$ cat src/rtl/sdi_tx_pkg.sv
package sdi_tx_pkg;
  parameter int CHAR_W       = 10;
  parameter int SCR_TAP_NEAR = 4;
  parameter int SCR_TAP_FAR  = 9;
endpackage

$ cat src/rtl/sdi_scrambler.sv
module sdi_scrambler #(
  parameter int W    = 10,
  parameter int NEAR = 4,
  parameter int FAR  = 9
) (
  input  logic [W-1:0]   din,
  input  logic [FAR-1:0] hist_in,
  output logic [W-1:0]   dout,
  output logic [FAR-1:0] hist_out
);
  localparam int XW = FAR + W;

  // x[FAR-1:0] holds prior scrambled bits (oldest at 0); x[FAR+n] is new bit n
  logic [XW-1:0] x;

  always_comb begin
    x = '0;
    x[FAR-1:0] = hist_in;
    for (int n = 0; n < W; n++) begin
      x[FAR+n] = din[n] ^ x[FAR+n-NEAR] ^ x[n];
    end
  end

  assign dout     = x[XW-1:FAR];
  assign hist_out = x[XW-1 -: FAR];
endmodule

$ cat src/rtl/sdi_nrzi.sv
module sdi_nrzi #(
  parameter int W = 10
) (
  input  logic [W-1:0] din,
  input  logic         level_in,
  output logic [W-1:0] dout
);
  logic lvl;

  always_comb begin
    lvl  = level_in;
    dout = '0;
    for (int n = 0; n < W; n++) begin
      dout[n] = din[n] ^ lvl;
      lvl     = dout[n];
    end
  end
endmodule

$ cat src/rtl/sdi_scram_nrzi_tx.sv
module sdi_scram_nrzi_tx
  import sdi_tx_pkg::*;
#(
  parameter int W        = CHAR_W,
  parameter int TAP_NEAR = SCR_TAP_NEAR,
  parameter int TAP_FAR  = SCR_TAP_FAR
) (
  input  logic         clk,
  input  logic         rst,
  input  logic         in_valid,
  output logic         in_ready,
  input  logic [W-1:0] in_data,
  input  logic         bypass,
  input  logic         asi_mode,
  output logic         out_valid,
  input  logic         out_ready,
  output logic [W-1:0] out_data
);
  logic [TAP_FAR-1:0] hist_q, hist_d;
  logic               nrzi_q;
  logic [W-1:0]       scr_w, nrzi_w;
  logic               accept, encode;

  assign in_ready = !out_valid || out_ready;
  assign accept   = in_valid && in_ready;
  assign encode   = !asi_mode && !bypass;

  sdi_scrambler #(.W(W), .NEAR(TAP_NEAR), .FAR(TAP_FAR)) u_scr (
    .din(in_data), .hist_in(hist_q), .dout(scr_w), .hist_out(hist_d)
  );

  sdi_nrzi #(.W(W)) u_nrzi (
    .din(scr_w), .level_in(nrzi_q), .dout(nrzi_w)
  );

  always_ff @(posedge clk) begin
    if (rst) begin
      out_valid <= 1'b0;
      out_data  <= '0;
      hist_q    <= '0;
      nrzi_q    <= 1'b0;
    end else if (accept) begin
      out_valid <= 1'b1;
      out_data  <= encode ? nrzi_w : in_data;
      if (encode) begin
        hist_q <= hist_d;
        nrzi_q <= nrzi_w[W-1];
      end
    end else if (out_ready) begin
      out_valid <= 1'b0;
    end
  end
endmodule

$ cat config.mk
export PLATFORM = sky130hd
export DESIGN_NAME = sdi_scram_nrzi_tx
export DESIGN_NICKNAME = d
export VERILOG_FILES = /design/src/rtl/sdi_tx_pkg.sv /design/src/rtl/sdi_scrambler.sv /design/src/rtl/sdi_nrzi.sv /design/src/rtl/sdi_scram_nrzi_tx.sv
export SDC_FILE = /design/constraint.sdc
export NUM_CORES = 1
export LEC_CHECK = 0
export BUFFER_PORTS_ARGS = -buffer_cell sky130_fd_sc_hd__buf_4
export CORE_MARGIN = 1.5
export CORE_UTILIZATION = 23
export CTS_CLUSTER_SIZE = 8
export DETAILED_ROUTE_END_ITERATION = 10
export GPL_ROUTABILITY_DRIVEN = 1
export PLACE_DENSITY = 0.48
export SYNTH_ARGS = -nofsm -noshare
export SYNTH_HDL_FRONTEND = slang
export SYNTH_SLANG_ARGS = --single-unit
$ cat constraint.sdc
create_clock -name clk -period 3.45 [get_ports clk]
set_input_delay 0.8625 -clock clk [delete_from_list [all_inputs] [get_ports clk]]
set_output_delay 0.8625 -clock clk [all_outputs]
set_load 0.02 [all_outputs]
Word-level counts from Yosys, hierarchy flattened
Index checks and enable logic that the tools add are counted.
Storage, ports and cells
  register bits: 21
  output and inout port bits: 12
Cells by class
  reduce and logical (&&, ||, !) cells: 8
  bitwise gates (word level): 30
  multiplexer cells: 3
Operator list (number)
  XOR 1 bit: 30
  2-to-1 mux 10 bit: 1
  logical NOT 1 bit: 3
  logical AND 1 bit: 2
  2-to-1 mux 1 bit: 2
  AND reduction 2 bit: 1
  nonzero test 2 bit: 1
  logical OR 1 bit: 1

Longest topological paths before layout
Gate-level depths: netlist of run 1.
  word-level depth: 13
  depth in mapped cells: 7
  gate-level depth less buffers: 6

Hierarchy
From an unflattened synthesis of run 1, not the netlist that was laid out.
Second synthesis, totals
  cell total of the unflattened synthesis: 148
  area, all modules: 1498.9 sq um
Modules (own cells, without submodules)
  sdi_scram_nrzi_tx: area each 982.2 sq um, times used 1, cells each 107
  sdi_scrambler: area each 336.6 sq um, times used 1, cells each 26
  sdi_nrzi: area each 180.2 sq um, times used 1, cells each 15

Least setup slack after synthesis of run 1
No wires, ideal clock.
  path kind: input port to flip-flop
  start point: input port in_data[0]
  end point: register out_data[7]
  path slack: 1.095 ns
  stages: 6
  data arrival time: 2.269 ns
  path through: xnor3_2 > xnor3_1 > xnor3_1 > nand2_1 > xor2_1 > a211oi_1
On the way
  cells in the longest elaborated chain, start to end: 11
  elaborated cells between the ends (all ways): 13
  classes of those cells: mux: 1; bitwise: 12
Ends and longest elaborated chain
  start: declaration: RTL line sdi_scram_nrzi_tx.sv:12  | input logic [W-1:0] in_data,
  XOR 1 bit (*) (2 in series): RTL line sdi_scrambler.sv:20  | x[FAR+n] = din[n] ^ x[FAR+n-NEAR] ^ x[n];
  XOR 1 bit (4 in series): RTL line sdi_nrzi.sv:14  | dout[n] = din[n] ^ lvl;
  XOR 1 bit (*) (4 in series): RTL line sdi_nrzi.sv:14
  2-to-1 mux 10 bit (*): RTL line sdi_scram_nrzi_tx.sv:44  | out_data <= encode ? nrzi_w : in_data;
  end signal: assignment: RTL line sdi_scram_nrzi_tx.sv:44
  end: declaration: RTL line sdi_scram_nrzi_tx.sv:17  | output logic [W-1:0] out_data
Mark *: on every way between the ends. The rest lies on a longest branch, timed or not.
A chain may end at the register's enable or synchronous reset.

Final worst setup path of run 1
Same ends and word-level chain as after synthesis.

==> results.py, run 1 <==
metrics = {
    "yosys": {
        "syn_area_per_cell_um2": 9.091,
        "synth_top_area_cell": "dfxtp_1",
        "syn-cell-area_um2": 1300,
        "syn_nets": 159,
        "synth_cell_types": 29,
        "synth_area_leaders": "dfxtp_1 32%, xnor2_1 15%, nor2_1 6.6%",
        "synth_top_area_share_pct": 32.34,
        "synthCells": 143,
        "ys_seq_area_share_pct": 32.34,
        "synth_seq_cells": 21,
        "yosys_warnings": 0,
    },
    "sta": {
        "worst_pin_slew_ps": 545.2,
        "hold_viol": 0,
        "max_freq_ghz": 0.4335,
        "finalSetupTns_ps": 0,
        "fin_ws_ps": 1143,
        "rsz0062_at_grt": "no",
        "drv_slew": 0,
        "period_needed_ps": 2307,
        "final-setup-viol-count": 0,
        "min_period_over_period_pct": 66.87,
        "skew_ps": 4.149,
        "slew_headroom_pct": 63.57,
    },
    "power": {
        "power.density_nw_per_um2": 474.0,
        "peakVddDrop_mv": 0.1976,
        "power_uw": 766.8,
        "p_switching_uw": 253.6,
        "internal-power_uw": 513.2,
        "combPwrFrac_pct": 42.2,
        "power_frac_seq_pct": 36.0,
        "p_leak_uw": 0.0006481,
        "swShare_pct": 33.07,
        "pwr-share-clk_pct": 21.8,
    },
    "cts": {
        "cts-hold-fix-buffers": 0,
        "cts_root_buf": "clkbuf_8",
        "clock-sinks": 21,
        "ctsResizeCount": 0,
        "post_cts_buffers": 0,
        "clk_latency_ps": 260,
        "cts_made_buffers": 3,
        "clk_pin_slew_worst_paths_ps": 80,
        "cts_tree": "done",
        "max-clock-path-buffers": 2,
        "htree_levels": 1,
    },
    "floorplan": {
        "coreArea_um2": 5473,
        "die_h_um": 78.18,
        "die-area_um2": 6112,
        "start_util_pct": 23.75,
        "io_pins": 28,
        "rows": 27,
        "die-width_um": 78.18,
    },
    "place": {
        "dpl.hpwl_um": 2381,
        "place_congestion": 0.7760,
        "pre_cts_ws_ps": 884.9,
        "numPortBuffers": 27,
    },
    "detailed_routing": {
        "routed_wl_um": 3168,
        "num_vias": 1034,
        "wl_per_cell_um": 13.15,
        "drc": 0,
        "antenna_left": 0,
        "vias_per_cell": 4.290,
        "first_iter_violations": 73,
        "drtPass1Iterations": 4,
    },
    "critical_path": {
        "worst_setup_path_start_kind": "input port",
        "critPathRequiredTime_ps": 3630,
        "crit_path_end_kind": "register",
        "crit_fanout": 3,
        "worstSetupPathType": "input port to register",
        "cp_data_arrival_time_ps": 2490,
    },
    "grt": {
        "grt_antenna_before_repair": 0,
        "grt_pass1_wl_um": 5216,
        "grt_util_all_layers_pct": 11.02,
        "grt_max_degree": 23,
        "grt_pass1_vias": 1005,
        "gr-total-overflow": 0,
    },
    "cells_and_area": {
        "fin_nets": 186,
        "post-route-util_pct": 29.56,
        "syn_to_final_growth_pct": 24.45,
        "drive_gt1_share_pct": 23.08,
        "n_antenna_cell": 0,
    },
    "outcome": {
        "run_status": "finished clean",
    },
    "run": {
        "drv_cap": 0,
    },
    "worst_hold_path": {
        "hold_path_class": "register to register",
    },
}
==> state kept, by name, indices dropped and copies added, names as in the netlist <==
signal     cells
hist_q         9
nrzi_q         1
out_data      10
out_valid      1
==> synthesized netlist by cell type <==
master and instances:
o31ai_1 1, xnor3_1 2, and2_1 1, xnor3_2 2
a211oi_2 1, xor3_1 3, a21o_1 1, xnor2_1 22
nor2_1 23, xor2_2 1, dfxtp_1 21, nand3b_1 1
a221oi_1 1, clkbuf_1 5, a211oi_1 4, a31oi_1 1
a311oi_1 1, or2_2 1, inv_1 1, xor2_1 6
buf_6 1, xnor2_2 1, nand2_1 14, xor2_4 1
a21oi_1 17, nand3_1 5, o21ai_0 3, buf_2 1
nand2b_1 1
==> cell type report <==
class | instances | area, um2
inverters | 1 | 3.754
multi-input cells | 114 | 840.8
clock buffers | 4 | 45.04
well taps | 72 | 90.09
repair buffers | 29 | 217.7
fillers | 606 | 3855
flip-flops and latches | 21 | 420.4
==> layout by cell type (no fill, tap or decap), types with 2 or more instances in the layout <==
cell type	count
xnor2_1	22
a21oi_1	17
xnor3_1	2
xnor3_2	2
nand3_1	5
xor3_1	3
dfxtp_1	21
buf_4	29
a211oi_1	4
o21ai_0	3
clkbuf_8	3
nand2_1	14
xor2_1	6
nor2_1	23
==> final timing paths <==
| check | from | to | slack, ps | depth (start not counted) |
|---|---|---|---|---|
| min reg2reg | hist_q[2]$_SDFFE_PP0P_ | hist_q[2]$_SDFFE_PP0P_ | 460 | 2 |
| max reg2reg | hist_q[0]$_SDFFE_PP0P_ | out_data[7]$_SDFFE_PP0P_ | 1270 | 6 |
| min | hist_q[2]$_SDFFE_PP0P_ | hist_q[2]$_SDFFE_PP0P_ | 460 | 2 |
| max | in_data[0] | out_data[7]$_SDFFE_PP0P_ | 1140 | 7 |
==> worst max-delay path: stages <==
cell      delay [ps]
buf_4            120
xnor3_2          300
xnor3_1          390
xnor3_1          380
nand2_1           70
xor2_1           140
a211oi_1         210
==> cell families after synthesis <==
kind of cell	synth area share (%)
compound gates	13.96
xor+xnor	36.09
buf+inv	2.983
flops	32.34
simple gates	14.63
==> power groups by stage <==
stage / registers, uW / clock network, uW / logic (uW)
floorplan: 294 / 0 / 238
global placement: 282 / 0 / 326
detailed placement: 282 / 0 / 325
CTS: 276 / 173 / 328
global route: 279 / 185 / 354
finish: 276 / 167 / 324
==> per-layer routing <==
| metal | up-vias | global-route usage, % | wire length [um] |
|---|---|---|---|
| met4 | 0 | 3.214 | 23 |
| met2 | 18 | 17.30 | 1459 |
| met1 | 487 | 15.31 | 1553 |
| li1 | 527 | - | - |
| met5 | - | 0 | 0 |
| met3 | 2 | 2.093 | 133 |
==> stage by stage <==
step / hold slack [ps] / cell area (um2) / cells
finish: 460.0 / 1618 / 241
detailed placement: 458.3 / 1573 / 237
global route: 491.3 / 1618 / 241
CTS: 465.9 / 1618 / 241
global placement: 446.4 / 1573 / 237
floorplan: 436.8 / 1300 / 143
No activity file was read; power rests on OpenSTA's default activity.
==> run 2, diff against run 1 <==
==> constraint.sdc (replaced) <==
create_clock -name clk -period 2.3 [get_ports clk]
set_input_delay 0.575 -clock clk [delete_from_list [all_inputs] [get_ports clk]]
set_output_delay 0.575 -clock clk [all_outputs]
set_load 0.02 [all_outputs]
==> results.py, run 2 (synthesis results as in run 1) <==
metrics = {
    "outcome": {
        "run_status": "finished clean",
    },
    "cells_and_area": {
        "top_regs": "out_data: 10 flops, hist_q: 9 flops",
        "nFillCells": 613,
        "seq_area_um2": 420.4,
        "n_antenna_cell": 0,
        "syn_to_final_growth_pct": 29.74,
        "final_cell_mix": "38 x buf_4, 23 x nor2_1, 22 x xnor2_1, 21 x dfxtp_1, 17 x a21oi_1",
        "mostFrequentLayoutCell": "buf_4",
        "fin_cells": 250,
        "multiInputGateArea_um2": 840.8,
        "fin_nets": 195,
        "top_register": "out_data",
        "drive_gt1_share_pct": 27.53,
        "largest_reg_flops": 10,
    },
    "sta": {
        "min_period_over_period_pct": 91.60,
        "finalSetupTns_ps": 0,
        "hold_viol": 0,
        "slew_headroom_pct": 70.74,
        "max_freq_ghz": 0.4747,
        "rsz0062_at_grt": "no",
        "skew_ps": 3.687,
        "period_needed_ps": 2107,
        "drv_slew": 0,
        "final-setup-viol-count": 0,
        "worst_pin_slew_ps": 435.7,
    },
    "cts": {
        "cts_root_buf": "clkbuf_8",
        "max-clock-path-buffers": 2,
        "cts_made_buffers": 3,
        "ctsResizeCount": 0,
        "clk_latency_ps": 270,
        "cts-hold-fix-buffers": 0,
        "cts_tree": "done",
        "post_cts_buffers": 0,
        "clk_pin_slew_worst_paths_ps": 90,
        "htree_levels": 1,
        "clock-sinks": 21,
    },
    "grt": {
        "grt_max_degree": 23,
        "gr-total-overflow": 0,
        "grt_antenna_before_repair": 0,
        "grt_pass1_vias": 1003,
        "grt_util_all_layers_pct": 11.58,
        "grt_pass1_wl_um": 5395,
    },
    "power": {
        "power_frac_seq_pct": 34.5,
        "p_switching_uw": 399.8,
        "peakVddDrop_mv": 0.2199,
        "internal-power_uw": 798.9,
        "p_leak_uw": 0.0006936,
        "swShare_pct": 33.35,
        "combPwrFrac_pct": 44.0,
        "pwr-share-clk_pct": 21.5,
        "power.density_nw_per_um2": 710.7,
    },
    "floorplan": {
        "rows": 27,
        "io_pins": 28,
        "die-area_um2": 6112,
        "die-width_um": 78.18,
        "start_util_pct": 23.75,
        "coreArea_um2": 5473,
        "die_h_um": 78.18,
    },
    "detailed_routing": {
        "drtPass1Iterations": 4,
        "drc": 0,
        "routed_wl_um": 3278,
        "wl_per_cell_um": 13.11,
        "num_vias": 1072,
        "first_iter_violations": 42,
        "antenna_left": 0,
        "vias_per_cell": 4.288,
    },
    "place": {
        "dpl.hpwl_um": 2492,
        "numPortBuffers": 27,
        "place_congestion": 0.7678,
        "dp.cells": 246,
    },
    "critical_path": {
        "worstSetupPathType": "register to register",
        "endpoint": "out_data[7]$_SDFFE_PP0P_",
        "worstReg2RegStart": "hist_q[0]$_SDFFE_PP0P_",
        "crit_fanout": 3,
        "worst_setup_path_start_kind": "register",
        "crit_top_cell": "xnor3_1",
        "worstReg2RegEnd": "out_data[7]$_SDFFE_PP0P_",
        "critPathRequiredTime_ps": 2490,
        "crit_path_end_kind": "register",
        "slowest_stage": "xnor3_2",
        "ff2ff_path_depth": 6,
        "crit_start": "hist_q[0]$_SDFFE_PP0P_",
        "cp_data_arrival_time_ps": 2300,
        "path_cells": "xnor3_2, xnor3_1, xnor3_1, nand2_1, xor2_1, a211oi_1",
        "max_stage_delay_ps": 520,
        "r2r_slack_ps": 190,
    },
    "worst_hold_path": {
        "hold_path_class": "register to register",
    },
    "run": {
        "drv_cap": 0,
    },
}
-- run 2: layout make-up --
cell class | count | share of cell area (%)
Clock inverter | 1 | 0.2967
Tap cell | 72 | 5.341
Timing Repair Buffer | 38 | 16.91
Multi-Input combinational cell | 114 | 49.85
Clock buffer | 3 | 2.448
Inverter | 1 | 0.2226
Sequential cell | 21 | 24.93
-- run 2: layer usage --
layer,global-route usage [%],part of all wire [%],vias to the layer above
met4,4.821,1.7,0
met2,18.87,46,33
met3,2.093,5.7,6
met1,15.01,47,490
li1,-,-,543
met5,0,0,-
-- run 2: power by group through the flow --
stage	Clock (uW)	Sequential [uW]	Combinational [uW]
global route	281	417	578
CTS	267	414	535
detailed placement	0	423	532
floorplan	0	441	357
global placement	0	422	529
finish	257	414	528
-- run 2: worst min-delay path by stage --
stage	slack [ps]	to	depth (start not counted)	startpoint
2_1_floorplan	440	hist_q[2]$_SDFFE_PP0P_	2	hist_q[2]$_SDFFE_PP0P_
3_3_place_gp	440	out_data[2]$_SDFFE_PP0P_	2	out_data[2]$_SDFFE_PP0P_
3_5_place_dp	450	out_data[2]$_SDFFE_PP0P_	2	out_data[2]$_SDFFE_PP0P_
4_1_cts	460	out_data[2]$_SDFFE_PP0P_	2	out_data[2]$_SDFFE_PP0P_
5_1_grt	490	hist_q[2]$_SDFFE_PP0P_	2	hist_q[2]$_SDFFE_PP0P_
6_report	460	out_data[2]$_SDFFE_PP0P_	2	out_data[2]$_SDFFE_PP0P_
-- run 2: metrics by stage --
step                      util [%]  hold slack, ps  setup slack, ps  cell area (um2)  total power (uW)
after global placement       29.97           444.4            92.45             1640             951.5
final                        30.82           457.7            193.3             1687              1199
after CTS                    30.82           461.3            179.8             1687              1217
after detailed placement     29.97           448.5            56.22             1640             954.8
after global routing         30.82           494.6            85.26             1687              1276
after floorplan                  -           436.8            232.5             1300             798.2
-- run 2: critical path: cells and delay by family (launching register included) --
| kind | cells | cell delay [ps] |
|---|---|---|
| compound gates | 1 | 210 |
| simple gates | 1 | 60 |
| xor+xnor | 4 | 1380 |
| flops | 1 | 370 |
==> run 3, diff against run 2 <==
==> constraint.sdc (replaced) <==
create_clock -name clk -period 2.3 [get_ports clk]
set_input_delay 0 -clock clk [delete_from_list [all_inputs] [get_ports clk]]
set_output_delay 0 -clock clk [all_outputs]
set_load 0.02 [all_outputs]
==> results.py, run 3 (synthesis results as in run 1) <==
metrics = {
    "cts": {
        "clk_pin_slew_worst_paths_ps": 80,
        "max-clock-path-buffers": 2,
        "clock-sinks": 21,
        "cts_tree": "done",
        "ctsResizeCount": 0,
        "htree_levels": 1,
        "clk_latency_ps": 260,
        "cts_root_buf": "clkbuf_8",
        "cts_made_buffers": 3,
    },
    "sta": {
        "hold_slack_ps": 26.89,
        "worst_pin_slew_ps": 546.7,
        "final-setup-viol-count": 0,
        "finalSetupTns_ps": 0,
        "skew_ps": 1.219,
        "min_period_over_period_pct": 93.00,
        "fin_ws_ps": 160.9,
        "period_needed_ps": 2139,
        "slew_headroom_pct": 63.46,
        "max_freq_ghz": 0.4675,
        "rsz0062_at_grt": "no",
        "drv_slew": 0,
        "hold_viol": 0,
    },
    "detailed_routing": {
        "drtPass1Iterations": 4,
        "drc": 0,
        "num_vias": 1022,
        "vias_per_cell": 4.154,
        "first_iter_violations": 31,
        "routed_wl_um": 3068,
        "antenna_left": 0,
        "wl_per_cell_um": 12.47,
    },
    "grt": {
        "gr-total-overflow": 0,
        "grt_use_met2_pct": 17.22,
        "use_met3_pct": 2.907,
        "grt_pass1_wl_um": 5133,
        "grt_max_degree": 23,
        "grt_antenna_before_repair": 0,
        "gr-max-usage-layer": "met2",
        "grt_util_all_layers_pct": 10.82,
        "grt_pass1_vias": 1034,
        "met1_usage_pct": 14.23,
    },
    "cells_and_area": {
        "n_antenna_cell": 0,
        "fin_nets": 191,
        "largest_reg_flops": 10,
        "syn_to_final_growth_pct": 27.53,
        "mostFrequentLayoutCell": "buf_4",
        "drive_gt1_share_pct": 24.71,
        "top_regs": "out_data: 10 flops, hist_q: 9 flops",
        "final_cell_mix": "33 x buf_4, 23 x nor2_1, 22 x xnor2_1, 21 x dfxtp_1, 17 x a21oi_1",
        "final_area_um2": 1658,
        "top_register": "out_data",
    },
    "critical_path": {
        "crit_path_end_kind": "register",
        "worstSetupPathType": "register to register",
        "path_cells": "xnor3_2, xnor3_1, xnor3_1, nand2_1, xor2_1, a211oi_1",
        "crit_fanout": 3,
        "worst_setup_path_start_kind": "register",
        "cp_data_arrival_time_ps": 2320,
        "crit_top_cell": "xnor3_1",
        "max_stage_delay_ps": 520,
        "critPathRequiredTime_ps": 2480,
        "slowest_stage": "xnor3_2",
    },
    "outcome": {
        "run_status": "finished clean",
    },
    "floorplan": {
        "start_util_pct": 23.75,
        "die-width_um": 78.18,
        "rows": 27,
        "die-area_um2": 6112,
        "coreArea_um2": 5473,
        "die_h_um": 78.18,
        "io_pins": 28,
    },
    "power": {
        "peakVddDrop_mv": 0.2632,
        "power.density_nw_per_um2": 701.8,
        "p_leak_uw": 0.0006715,
        "power_uw": 1163,
    },
    "run": {
        "drv_cap": 0,
    },
    "place": {
        "place_congestion": 0.7275,
        "dpl.hpwl_um": 2370,
        "numPortBuffers": 27,
        "pre_cts_ws_ps": 171.1,
        "dpl_cell_area_um2": 1588,
    },
    "worst_hold_path": {
        "hold_path_class": "input port to register",
    },
}
run 3: changes by cell type in the layout (fill, tap and decap cells not counted), sizes merged:
cell,previous run,this run
clkinv,1,0
dlygate4sd3,0,1
buf,38,33
clkbuf,3,4
run 3: power by group:
group | leakage (uW) | total [uW] | switching [uW] | internal (uW)
clock network | 0.0000228 | 246 | 123 | 123
logic | 0.000476 | 504 | 231 | 272
registers | 0.000172 | 413 | 22.1 | 391
total | 0.000671 | 1160 | 377 | 787
run 3: final timing paths:
check                                            start                       end  slack, ps  cells after the start
worst max-delay path            hist_q[0]$_SDFFE_PP0P_  out_data[7]$_SDFFE_PP0P_        160                      6
worst min-delay path                        in_data[1]  out_data[1]$_SDFFE_PP0P_         30                      3
worst max register to register  hist_q[0]$_SDFFE_PP0P_  out_data[7]$_SDFFE_PP0P_        160                      6
worst min register to register  hist_q[2]$_SDFFE_PP0P_    hist_q[2]$_SDFFE_PP0P_        460                      2
run 3: cell type report:
cell class,instances,area (um2)
Inverter,1,3.754
Clock buffer,4,45.04
Fill cell,597,3815
Timing Repair Buffer,34,257.7
Tap cell,72,90.09
Sequential cell,21,420.4
Multi-Input combinational cell,114,840.8
run 3: per-stage QoR:
stage / std cells / utilization, %
final: 246 / 30.29
after global routing: 246 / 30.29
after CTS: 244 / 30.02
after detailed placement: 239 / 29.01
after global placement: 239 / 29.01
after floorplan: 143 / -
run 3: metal layers:
layer | wire (um) | vias up
met2 | 1384 | 21
met4 | 19 | 0
met3 | 173 | 2
met1 | 1489 | 462
li1 | - | 537
met5 | 0 | -
run 3: timing repair:
action	in CTS	in global routing
hold buffers	1	0
endpoints found under the hold margin	1	0
buffers inserted	0	2
setup endpoints to repair	0	1
run 3: worst max-delay path: cells and delay by family (launching register included):
family / cells / cell delay (ps)
xor+xnor: 4 / 1430
flops: 1 / 370
compound gates: 1 / 210
simple gates: 1 / 70
